$ cat config.mk
export PLATFORM = sky130hd
export DESIGN_NAME = pwm_quad
export DESIGN_NICKNAME = d
export VERILOG_FILES = /design/src/rtl/pwmq_pkg.sv /design/src/rtl/pwmq_regs.sv /design/src/rtl/pwmq_prescale.sv /design/src/rtl/pwmq_chan.sv /design/src/rtl/pwm_quad.sv
export SDC_FILE = /design/constraint.sdc
export NUM_CORES = 1
export LEC_CHECK = 0
export ABC_AREA = 1
export ABC_CLOCK_PERIOD_IN_PS = 3050
export BUFFER_PORTS_ARGS = -buffer_cell sky130_fd_sc_hd__buf_2
export CORE_ASPECT_RATIO = 0.8
export CORE_MARGIN = 3
export CORE_UTILIZATION = 60
export CTS_CLUSTER_SIZE = 28
export DETAILED_ROUTE_END_ITERATION = 12
export PLACE_DENSITY = 0.82
export SKIP_CTS_REPAIR_TIMING = 1
export SLEW_MARGIN = 0
export SYNTH_ARGS = -nofsm -noshare
export SYNTH_HDL_FRONTEND = slang
export SYNTH_HIERARCHICAL = 1
export SYNTH_SLANG_ARGS = --single-unit
$ cat constraint.sdc
create_clock -name clk -period 3.05 [get_ports clk]
set_clock_uncertainty 0.05 [all_clocks]
set_input_delay 0.1525 -clock clk [delete_from_list [all_inputs] [get_ports clk]]
set_output_delay 0.1525 -clock clk [all_outputs]
set_load 0.01 [all_outputs]
$ cat src/rtl/pwmq_pkg.sv
package pwmq_pkg;
    timeunit 1ns;
    timeprecision 100ps;

    localparam int CH_COUNT  = 4;   // number of channels
    localparam int STEP_BITS = 8;   // width of tbase and duty
    localparam int DUTY_LSB  = 16;  // duty field position in a settings word
    localparam int SEL_LSB   = 4;   // first selector field in the control word
    localparam int PRE_LO_W  = 3;   // first prescaler stage: divide by 8
    localparam int PRE_HI_W  = 6;   // second prescaler stage: divide by 64

    typedef enum logic [0:0] {
        CH_IDLE = 1'b0,
        CH_RUN  = 1'b1
    } ch_state_e;
endpackage

$ cat src/rtl/pwmq_regs.sv
module pwmq_regs
    import pwmq_pkg::*;
#(
    parameter int N_CH   = CH_COUNT,
    parameter int STEP_W = STEP_BITS,
    parameter int ADDR_W = 8,
    parameter int DATA_W = 32
) (
    input  logic                           clk,
    input  logic                           rst,
    input  logic [ADDR_W-1:0]              addr,
    input  logic                           wr_en,
    input  logic [DATA_W-1:0]              wr_data,
    output logic [DATA_W-1:0]              rd_data,
    output logic [N_CH-1:0]                ch_en,
    output logic [N_CH-1:0][1:0]           ch_sel,
    output logic [N_CH-1:0][STEP_W-1:0]    ch_tbase,
    output logic [N_CH-1:0][STEP_W-1:0]    ch_duty
);
    localparam int WORD_W = ADDR_W - 2;

    logic [WORD_W-1:0] word;
    logic              aligned;
    logic              ctrl_hit;

    assign word     = addr[ADDR_W-1:2];
    assign aligned  = (addr[1:0] == 2'b00);
    assign ctrl_hit = wr_en && aligned && (word == '0);

    // control word: run bits and selectors
    always_ff @(posedge clk) begin
        if (rst) begin
            ch_en  <= '0;
            ch_sel <= '0;
        end else if (ctrl_hit) begin
            ch_en  <= wr_data[N_CH-1:0];
            ch_sel <= wr_data[SEL_LSB +: 2*N_CH];
        end
    end

    // one settings word per channel
    for (genvar c = 0; c < N_CH; c++) begin : g_cfg
        logic cfg_hit;
        assign cfg_hit = wr_en && aligned && (word == WORD_W'(c + 1));

        always_ff @(posedge clk) begin
            if (rst) begin
                ch_tbase[c] <= '0;
                ch_duty[c]  <= '0;
            end else if (cfg_hit) begin
                ch_tbase[c] <= wr_data[0 +: STEP_W];
                ch_duty[c]  <= wr_data[DUTY_LSB +: STEP_W];
            end
        end
    end

    always_comb begin
        rd_data = '0;
        if (aligned && word == '0) begin
            rd_data[N_CH-1:0]           = ch_en;
            rd_data[SEL_LSB +: 2*N_CH]  = ch_sel;
        end
        for (int c = 0; c < N_CH; c++) begin
            if (aligned && word == WORD_W'(c + 1)) begin
                rd_data[0 +: STEP_W]        = ch_tbase[c];
                rd_data[DUTY_LSB +: STEP_W] = ch_duty[c];
            end
        end
    end


    ctrl_store_chk: assert property (@(posedge clk) disable iff (rst)
        ctrl_hit |=> (ch_en == $past(wr_data[N_CH-1:0])));
endmodule

$ cat src/rtl/pwmq_prescale.sv
module pwmq_prescale #(
    parameter int LO_W = 3,
    parameter int HI_W = 6
) (
    input  logic       clk,
    input  logic       rst,
    input  logic       clr,
    input  logic [1:0] sel,
    output logic       tick
);
    timeunit 1ns;
    timeprecision 100ps;

    logic [LO_W-1:0] lo_q;
    logic [HI_W-1:0] hi_q;
    logic            lo_carry;

    // selector bit 0 switches in the first stage, bit 1 the second
    always_comb begin
        lo_carry = sel[0] ? (lo_q == '1) : 1'b1;
        tick     = sel[1] ? (lo_carry && hi_q == '1) : lo_carry;
    end

    always_ff @(posedge clk) begin
        if (rst || clr) begin
            lo_q <= '0;
            hi_q <= '0;
        end else begin
            if (sel[0])
                lo_q <= lo_q + 1'b1;
            if (sel[1] && lo_carry)
                hi_q <= hi_q + 1'b1;
        end
    end


    no_back_to_back_tick_chk: assert property (@(posedge clk) disable iff (rst)
        (tick && sel != 2'd0 && !clr) |=> (!tick || sel == 2'd0));
endmodule

$ cat src/rtl/pwmq_chan.sv
module pwmq_chan
    import pwmq_pkg::*;
#(
    parameter int STEP_W = STEP_BITS,
    parameter int LO_W   = PRE_LO_W,
    parameter int HI_W   = PRE_HI_W
) (
    input  logic              clk,
    input  logic              rst,
    input  logic              en,
    input  logic [1:0]        sel,
    input  logic [STEP_W-1:0] tbase,
    input  logic [STEP_W-1:0] duty,
    output logic              pwm
);
    ch_state_e         state_q, state_d;
    logic [STEP_W-1:0] step_q, tb_s, duty_s;
    logic [1:0]        sel_s;
    logic              tick, last_step, wrap, load, pre_clr;

    assign last_step = (step_q == STEP_W'(tb_s - 1'b1));
    assign wrap      = (state_q == CH_RUN) && en && tick && last_step;
    assign pre_clr   = (state_q == CH_IDLE) || wrap || !en;

    pwmq_prescale #(.LO_W(LO_W), .HI_W(HI_W)) u_pre (
        .clk  (clk),
        .rst  (rst),
        .clr  (pre_clr),
        .sel  (sel_s),
        .tick (tick)
    );

    // next state: start, wrap, stop
    always_comb begin
        state_d = state_q;
        load    = 1'b0;
        unique case (state_q)
            CH_IDLE: begin
                if (en && tbase != '0) begin
                    state_d = CH_RUN;
                    load    = 1'b1;
                end
            end
            CH_RUN: begin
                if (!en) begin
                    state_d = CH_IDLE;
                end else if (wrap) begin
                    if (tbase == '0) begin
                        state_d = CH_IDLE;
                    end else begin
                        load = 1'b1;
                    end
                end
            end
            default: state_d = CH_IDLE;
        endcase
    end

    always_ff @(posedge clk) begin
        if (rst) state_q <= CH_IDLE;
        else     state_q <= state_d;
    end

    // step counter and shadow copies
    always_ff @(posedge clk) begin
        if (rst) begin
            step_q <= '0;
            tb_s   <= '0;
            duty_s <= '0;
            sel_s  <= '0;
        end else if (load) begin
            step_q <= '0;
            tb_s   <= tbase;
            duty_s <= duty;
            sel_s  <= sel;
        end else if (state_d == CH_IDLE) begin
            step_q <= '0;
        end else if (tick) begin
            step_q <= step_q + 1'b1;
        end
    end

    // output process
    always_comb begin
        pwm = (state_q == CH_RUN) && en && (step_q < duty_s);
    end


    step_range_chk: assert property (@(posedge clk) disable iff (rst)
        (state_q == CH_RUN) |-> (step_q < tb_s));


    full_duty_chk: assert property (@(posedge clk) disable iff (rst)
        (state_q == CH_RUN && en && duty_s >= tb_s) |-> pwm);


    shadow_hold_chk: assert property (@(posedge clk) disable iff (rst)
        (state_q == CH_RUN && !load) |=> ($stable(duty_s) && $stable(tb_s) && $stable(sel_s)));


    idle_clear_chk: assert property (@(posedge clk) disable iff (rst)
        (state_q == CH_IDLE) |-> (step_q == '0 && !pwm));
endmodule

$ cat src/rtl/pwm_quad.sv
module pwm_quad
    import pwmq_pkg::*;
#(
    parameter int N_CH   = CH_COUNT,
    parameter int STEP_W = STEP_BITS,
    parameter int ADDR_W = 8,
    parameter int DATA_W = 32
) (
    input  logic              clk,
    input  logic              rst,
    input  logic [ADDR_W-1:0] addr,
    input  logic              wr_en,
    input  logic [DATA_W-1:0] wr_data,
    output logic [DATA_W-1:0] rd_data,
    output logic [N_CH-1:0]   pwm_out
);
    logic [N_CH-1:0]              ch_en;
    logic [N_CH-1:0][1:0]         ch_sel;
    logic [N_CH-1:0][STEP_W-1:0]  ch_tbase;
    logic [N_CH-1:0][STEP_W-1:0]  ch_duty;

    pwmq_regs #(.N_CH(N_CH), .STEP_W(STEP_W), .ADDR_W(ADDR_W), .DATA_W(DATA_W)) u_regs (
        .clk      (clk),
        .rst      (rst),
        .addr     (addr),
        .wr_en    (wr_en),
        .wr_data  (wr_data),
        .rd_data  (rd_data),
        .ch_en    (ch_en),
        .ch_sel   (ch_sel),
        .ch_tbase (ch_tbase),
        .ch_duty  (ch_duty)
    );

    for (genvar c = 0; c < N_CH; c++) begin : g_ch
        pwmq_chan #(.STEP_W(STEP_W), .LO_W(PRE_LO_W), .HI_W(PRE_HI_W)) u_chan (
            .clk   (clk),
            .rst   (rst),
            .en    (ch_en[c]),
            .sel   (ch_sel[c]),
            .tbase (ch_tbase[c]),
            .duty  (ch_duty[c]),
            .pwm   (pwm_out[c])
        );
    end


    idle_outputs_chk: assert property (@(posedge clk) disable iff (rst)
        ((pwm_out & ~ch_en) == '0));
endmodule

==> results.txt, run 1 <==
Clock-pin slew was measured on the worst setup and hold paths at 0.06 ns. The max-capacitance violation count is 0. The post-DP HPWL is 21.5 mm. Of the total power, the share spent switching nets is 21.1%. The unique cell type count in the Yosys netlist came out at 36. The final max-slew violation count came to 0.

The total of flip-flops plus latches after synthesis came out at 220. The first TritonRoute pass finished after 6 iterations. The final period demand of the worst path came out at 2.76 ns.

The initial antenna violation count came out at 1. The part of the power in the clock network is 49.1%. Final hold analysis gives a worst-case slack of 0.0685 ns. The aggregate routed wire length came out at 29.9 mm. The number of nets at the end of the flow came out at 1870.

The via density per instance is 5.43. The area enclosed by the die boundary is 21800 sq um. Setup repair after global routing left no endpoint under its margin. The portion of total power attributed to sequential cells came out at 47.9%. Combinational cells account for 3.0% of the total power. The min-delay analysis places its worst path in the category in2reg. The floorplan core area came out at 19300 sq um. The maximum fanout encountered on the critical timing path came out at 36.

For the worst setup path, the data arrival time is 3.10 ns. For the worst setup path, the data required time is 3.39 ns. The number of buffers created by CTS is 23.

The proportion of netlist area held by the largest area contributor came out at 36.6%. The fraction of final layout cells sized beyond drive strength 1 came out at 9.81%. The total number of clock tree sinks is 220. Global routing used 26.4% of the available tracks across all layers. STA classifies the critical path endpoint as a register. The die extent in y is 133 um. The maximum achievable frequency came out at 362 MHz. Input and output buffers added on the ports amount to 54. STA classifies the critical path startpoint as a register.

Of all cell types, the one taking the most synthesized area is sky130_fd_sc_hd__dfxtp_1. The share of the Yosys chip area taken by registers is 36.6%. The run finished with clean final reports.

The number of levels in the clock H-tree came out at 1. Each instance of the synthesized netlist takes up on average 6.96 sq um. For this configuration, the core starts out at a cell density of 62.2%. The switching component of the power is 1.26 mW.

The design internal power is 4.74 mW. The clock network latency to the later pin of the worst-skew pair came out at 0.50 ns. The largest vdd supply drop came out at 0.402 mV. In this run the remaining antenna-violating nets after routing total 0. The summed instance area of the synthesized netlist is 12000 sq um. The chip width came out at 164 um.

For the pin with the worst max-slew slack, the measured transition is 1.06 ns. The number of filler instances in the final layout is 1577. The pre-CTS setup slack came out at 0.325 ns. The design draws 6.00 mW. Setup violations remaining at the end of the flow were counted as 0.

The maximum number of pins on one net before global-route repair is 49. At the end of routability-driven placement, the weighted congestion stood at 0.934. The overall overflow remaining after global route came out at 0. The number of top-level pins came out at 79. The synthesized netlist cell count came out at 1728. In this run the tightest slew margin relative to its limit is 28.8%. The critical path is of the reg2reg type. The antenna diode instance count is 0. The total via count in the routed design came out at 11200. Dividing the final minimum period by the clock period gives 90.5%.

TritonCTS built the clock tree. The total negative slack came out at 0 ns. The first-pass GRT wire length is 47.9 mm. The yosys synthesis warning count is 6. The final worst slack came out at 0.289 ns. The total count of hold-check failures in the final report is 0. The cell row count is 45. Yosys attributes the largest share of cell area to sky130_fd_sc_hd__dfxtp_1 (37%), sky130_fd_sc_hd__nand2_1 (12%), sky130_fd_sc_hd__a21oi_1 (8.1%). The CTS root buffer is sky130_fd_sc_hd__clkbuf_16. The per-cell routed wire length is 14.6 um. Compared with the post-synthesis result, the final layout area differs by 10.3%. For this design the ratio of total power to cell area is 453 nW/um^2. The maximum buffer depth of the clock tree is 3.

The standby leakage power came out at 5.22 nW. For this run, design rule violations remaining after detail routing come to 0. The via count of the first global-routing pass is 9807. The number of DRC violations after detailed-routing iteration 0 came out at 1310.
-- path summary, 6_finish.rpt --
kind,startpoint,endpoint,slack (ns),depth (start not counted)
hold reg to reg,g_ch[2].u_chan/u_pre/lo_q[1]$_SDFFE_PP0P_,g_ch[2].u_chan/u_pre/lo_q[1]$_SDFFE_PP0P_,0.42,2
setup reg to reg,g_ch[0].u_chan/u_pre/hi_q[1]$_SDFFE_PP0P_,g_ch[0].u_chan/sel_s[0]$_SDFFE_PP0P_,0.29,16
setup / recovery,g_ch[0].u_chan/u_pre/hi_q[1]$_SDFFE_PP0P_,g_ch[0].u_chan/sel_s[0]$_SDFFE_PP0P_,0.29,16
hold / removal,rst,u_regs/ch_duty[25]$_SDFFE_PP0P_,0.07,2
-- synthesized netlist by cell type (all sizes together) --
cell	number
clkbuf	16
clkinv	12
buf	52
nand2	396
nand3	133
nor3	18
o21ai	76
nand3b	12
dfxtp	220
nor2	214
nand4	32
nor4	5
ha	48
xnor2	16
xor2	28
conb	1
inv	232
a21oi	213
a31oi	4
-- final cells by class --
| type | count | area, sq um | share of cell area [%] |
|---|---|---|---|
| sequential | 220 | 4400 | 33.2 |
| clock buffer | 32 | 679 | 5.13 |
| tap | 258 | 323 | 2.44 |
| clock inverter | 9 | 125 | 0.944 |
| inverter | 244 | 921 | 6.95 |
| timing repair buffer | 83 | 538 | 4.06 |
| multi-input combinational | 1207 | 6260 | 47.3 |
-- registers in the layout, summed over array words and instances, names as in the netlist --
| register | cells |
|---|---|
| g_ch.u_chan/sel_s | 8 |
| g_ch.u_chan/step_q | 32 |
| u_regs/ch_tbase | 32 |
| g_ch.u_chan/u_pre/lo_q | 12 |
| u_regs/ch_duty | 32 |
| u_regs/ch_sel | 8 |
| g_ch.u_chan/duty_s | 32 |
| g_ch.u_chan/u_pre/hi_q | 24 |
| u_regs/ch_en | 4 |
| g_ch.u_chan/tb_s | 32 |
| g_ch.u_chan/state_q | 4 |
-- worst max-delay path, stage by stage, from the launching register on --
cell                      delay (ns)
sky130_fd_sc_hd__dfxtp_1        0.37
sky130_fd_sc_hd__ha_1           0.19
sky130_fd_sc_hd__nand2_1        0.09
sky130_fd_sc_hd__nor2_1         0.17
sky130_fd_sc_hd__a21oi_1        0.09
sky130_fd_sc_hd__a21oi_1        0.26
sky130_fd_sc_hd__inv_1          0.17
sky130_fd_sc_hd__nor2_1         0.12
sky130_fd_sc_hd__nand2_1        0.05
sky130_fd_sc_hd__nor2_1         0.12
sky130_fd_sc_hd__nand3_1        0.10
sky130_fd_sc_hd__nor2_2         0.10
sky130_fd_sc_hd__nand3_2        0.14
sky130_fd_sc_hd__nand2_4        0.31
sky130_fd_sc_hd__nand3_1        0.15
sky130_fd_sc_hd__nand2_1        0.10
sky130_fd_sc_hd__nor2_1         0.05
-- cells in the final DEF (no fill, tap or decap), types with 16 or more instances in the layout --
| cell | instances |
|---|---|
| sky130_fd_sc_hd__a21oi_1 | 194 |
| sky130_fd_sc_hd__buf_2 | 54 |
| sky130_fd_sc_hd__clkbuf_16 | 23 |
| sky130_fd_sc_hd__dfxtp_1 | 220 |
| sky130_fd_sc_hd__dlygate4sd3_1 | 20 |
| sky130_fd_sc_hd__ha_1 | 48 |
| sky130_fd_sc_hd__inv_1 | 229 |
| sky130_fd_sc_hd__nand2_1 | 379 |
| sky130_fd_sc_hd__nand3_1 | 129 |
| sky130_fd_sc_hd__nand4_1 | 31 |
| sky130_fd_sc_hd__nor2_1 | 194 |
| sky130_fd_sc_hd__o21ai_0 | 49 |
| sky130_fd_sc_hd__o21ai_1 | 25 |
| sky130_fd_sc_hd__xnor2_1 | 16 |
| sky130_fd_sc_hd__xor2_1 | 28 |
-- metrics by stage --
stage | instance area [sq um] | cells | util (%)
final | 13300 | 2053 | 68.6
after global routing | 13300 | 2053 | 68.6
after CTS | 13000 | 2033 | 67.5
after detailed placement | 12200 | 1992 | 63.4
after global placement | 12200 | 1992 | 63.4
after floorplan | 12100 | 1739 | -
-- cell families (layout without fill, tap and decap cells) --
| family | Yosys count | in the layout | share of synthesized area (%) |
|---|---|---|---|
| buffers and inverters | 312 | 368 | 11.7 |
| adder cells (fa/ha/maj) | 48 | 48 | 5.00 |
| AO/OA/AOI/OAI | 293 | 293 | 13.1 |
| XOR/XNOR | 44 | 44 | 3.21 |
| flip-flops | 220 | 220 | 36.6 |
| AND/OR/NAND/NOR | 810 | 810 | 30.3 |
| other | 1 | 12 | 0.0312 |
-- per-layer routing --
metal	share of wire, %	up-vias	routed length [um]	GRT usage [%]
met4	2.2	2	669	6.01
li1	-	5605	-	-
met5	0.10	-	31	0
met1	45	5062	13600	38.6
met3	9.2	61	2760	6.67
met2	43	421	12900	39.4
-- power groups by stage --
stage | clock, mW | sequential [mW] | combinational (mW)
3_5_place_dp | 0 | 2.94 | 0.150
5_1_grt | 3.11 | 2.87 | 0.191
4_1_cts | 2.98 | 2.88 | 0.151
3_3_place_gp | 0 | 2.94 | 0.149
2_1_floorplan | 0 | 2.94 | 0.0972
6_report | 2.94 | 2.88 | 0.179
No activity file was read; power rests on OpenSTA's default activity.
==> run 2: changes to the inputs <==
--- a/config.mk
+++ b/config.mk
@@ -9,7 +9,7 @@
 export ABC_CLOCK_PERIOD_IN_PS = 3050
 export BUFFER_PORTS_ARGS = -buffer_cell sky130_fd_sc_hd__buf_2
 export CORE_ASPECT_RATIO = 0.8
-export CORE_MARGIN = 3
+export CORE_MARGIN = 2
 export CORE_UTILIZATION = 60
 export CTS_CLUSTER_SIZE = 28
 export DETAILED_ROUTE_END_ITERATION = 12
==> run 2 against run 1 <==
  * Register-to-register slack gained 0.02 ns
  * Flip-flop and latch count is the same
  * Count of clock-buffer cells in the layout grew 1
  * Critical path type unchanged
==> results.txt, run 2 (synthesis gave the netlist of run 1 again) <==
In the layout the commonest cells are sky130_fd_sc_hd__nand2_1 (379), sky130_fd_sc_hd__inv_1 (229), sky130_fd_sc_hd__dfxtp_1 (220). The final period demand of the worst path is 2.74 ns (-0.0241 ns). The required arrival time at the worst endpoint is 3.41 ns (+0.02 ns). The post-DP HPWL is 21.3 mm (-0.95%). The clock network latency to the later pin of the worst-skew pair came out at 0.52 ns (+0.02 ns). The count of input and output buffers is 54 (unchanged).

The most heavily used metal layer in global routing is met2. The actual transition at the worst max-transition pin came out at 1.27 ns (+0.206 ns). The die extent in y was 131 um (-1.5%). The maximum buffer depth of the clock tree came out at 3 (unchanged). The number of iterations in the first detailed-routing pass came out at 5 (-1). The number of levels in the clock H-tree is 1 (unchanged).

The number of nets at the end of the flow came out at 1869 (-0.053%). The fraction of met2 tracks used by global routing came to 40.6% (+1.2 points). The ratio of final minimum period to clock period was 89.7% (-0.79 points).

The chip width is 162 um (-1.2%). The total number of clock tree sinks came out at 220 (unchanged). The worst max-slew margin expressed relative to the limit came out at 15.2% (-14 points). Following the worst setup path forward leads to its endpoint at g_ch[3].u_chan/duty_s[3]$_SDFFE_PP0P_. In this run the critical register-to-register path is launched from g_ch[3].u_chan/u_pre/hi_q[1]$_SDFFE_PP0P_. The fraction of final layout cells sized beyond drive strength 1 came to 9.32% (-0.49 points).

The worst setup path is launched from a register. The floorplan core area came out at 19700 sq um (+2.2%). The run finished with clean final reports. The worst flop-to-flop path endpoint is g_ch[3].u_chan/duty_s[3]$_SDFFE_PP0P_. The maximum number of pins on one net before global-route repair is 49 (unchanged). The initial antenna violation count is 1 (unchanged). The cell row count is 46 (+2.2%).

The met1 track demand over resource in global routing came out at 38.1% (-0.47 points). Setup repair after global routing left no endpoint under its margin. The aggregate routed wire length is 29.5 mm (-1.4%). STA classifies the critical path endpoint as a register. The worst setup slack for register-to-register paths is 0.31 ns (+0.02 ns).

The overall overflow remaining after global route is 0 (unchanged). The area added between synthesis and finish came out at 9.22%. The starting density of the core came out at 60.9% (-1.4 points).

The total chip power is 5.66 mW (-5.7%). The final max-slew violation count came out at 0 (unchanged). The via count of the first global-routing pass is 9635 (-1.8%).

The signal arrival time at the worst endpoint is 3.10 ns (about the same). The met3 track demand over resource is 6.12% (-0.54 points). The min-delay analysis places its worst path in the category in2reg. The number of top-level pins is 79 (unchanged). The tree is rooted in a sky130_fd_sc_hd__clkbuf_16. The placer's final routability congestion estimate is 0.914 (-2.1%). The clock tree from TritonCTS is done. The startpoint-to-endpoint class of the critical path is reg2reg. The total via count in the routed design is 11200 (+0.21%). The worst reg-to-reg path cell count is 16 (unchanged). The number of endpoints failing setup at the final stage is 0 (unchanged). The maximum achievable frequency came to 365 MHz (+0.88%).

The total count of hold-check failures in the final report is 0 (unchanged). The area enclosed by the die boundary came out at 21200 sq um (-2.7%). The total global routing track utilization came to 26.8% (+0.39 points). The max-capacitance violation count is 0 (unchanged). The DRC violation count after routing was 0 (unchanged).

In this run the worst setup path begins at g_ch[3].u_chan/u_pre/hi_q[1]$_SDFFE_PP0P_. The worst hold path begins at rst. The register clock-pin slew on the reported worst setup and hold paths is 0.06 ns (about the same).

The maximum fanout encountered on the critical timing path is 36 (unchanged). The largest vdd supply drop came out at 0.386 mV (-3.9%). The number of nets with antenna violations after routing is 0 (unchanged). The total power density per cell area came to 431 nW/um^2 (-4.8%). The number of buffers created by CTS is 23 (unchanged). The standby leakage power was 5.16 nW (-1.2%). The library cell used most frequently in the layout, excluding fill and tap cells, is sky130_fd_sc_hd__nand2_1.

The first-pass GRT wire length came out at 46.5 mm (-3.0%). The utilization after layout came to 66.5% (-2.1 points). The per-cell routed wire length came to 14.4 um (-1.6%). The number of DRC violations after detailed-routing iteration 0 is 1046 (-20%).

The via density per instance is 5.43 (about the same). The total negative slack came to 0 ns (unchanged).
run 2: cell types whose count changed in the layout (fill, tap and decap cells not counted), sizes merged:
| cell | delta |
|---|---|
| bufinv | -3 |
| diode | +1 |
| buf | -1 |
| clkbuf | +1 |
| clkinv | +1 |
| clkinvlp | -2 |
| inv | +1 |
run 2: layout make-up:
type,count,area (sq um)
multi-input cells,1207,6260
repair buffers,82,531
diodes,1,2.50
clock buffers,33,643
fillers,1678,6610
well taps,264,330
clock inverters,6,37.5
flip-flops and latches,220,4400
inverters,244,921
run 2: per-stage QoR:
| step | setup WS (ns) | cells | instance area [sq um] | hold slack [ns] |
|---|---|---|---|---|
| floorplan | 0.891 | 1739 | 12100 | 0.172 |
| global placement | 0.459 | 1997 | 12200 | 0.362 |
| detailed placement | 0.352 | 1997 | 12200 | 0.360 |
| CTS | 0.320 | 2036 | 12900 | -0.179 |
| global route | 0.0336 | 2056 | 13100 | 0.0747 |
| finish | 0.313 | 2057 | 13100 | 0.0860 |
run 2: worst min path at each step:
stage | endpoint | cells past startpoint
2_1_floorplan | g_ch[0].u_chan/state_q$_SDFF_PP0_ | 1
3_3_place_gp | u_regs/ch_sel[6]$_SDFFE_PP0P_ | 3
5_1_grt | g_ch[3].u_chan/state_q$_SDFF_PP0_ | 2
3_5_place_dp | u_regs/ch_sel[6]$_SDFFE_PP0P_ | 3
4_1_cts | u_regs/ch_sel[6]$_SDFFE_PP0P_ | 3
6_report | u_regs/ch_sel[6]$_SDFFE_PP0P_ | 2
run 2: critical path: stages, from the launching register on:
cell and delay, ns:
sky130_fd_sc_hd__dfxtp_1 0.39, sky130_fd_sc_hd__ha_1 0.20, sky130_fd_sc_hd__nand2_1 0.09, sky130_fd_sc_hd__nor2_1 0.15, sky130_fd_sc_hd__a21oi_1 0.08, sky130_fd_sc_hd__a21oi_1 0.30, sky130_fd_sc_hd__inv_1 0.19, sky130_fd_sc_hd__nor2_1 0.13
sky130_fd_sc_hd__nand2_1 0.06, sky130_fd_sc_hd__nor2_1 0.10, sky130_fd_sc_hd__nand3_1 0.09, sky130_fd_sc_hd__nor2_2 0.10, sky130_fd_sc_hd__nand3_2 0.12, sky130_fd_sc_hd__nand2_4 0.31, sky130_fd_sc_hd__nand3_1 0.13, sky130_fd_sc_hd__nand2_1 0.09
sky130_fd_sc_hd__nor2_1 0.05
run 2: layer usage:
metal / wire length (um) / vias up / part of all wire [%]
met4: 880 / 0 / 3.0
met2: 12400 / 448 / 42
li1: - / 5628 / -
met5: 0 / - / 0
met3: 2790 / 74 / 9.4
met1: 13400 / 5024 / 45
run 2: power by group:
group | internal (mW) | switching (mW) | leakage, nW
Combinational | 0.0553 | 0.119 | 3.05
Sequential | 2.87 | 0.00189 | 1.77
Clock | 1.46 | 1.14 | 0.338
Total | 4.39 | 1.26 | 5.16
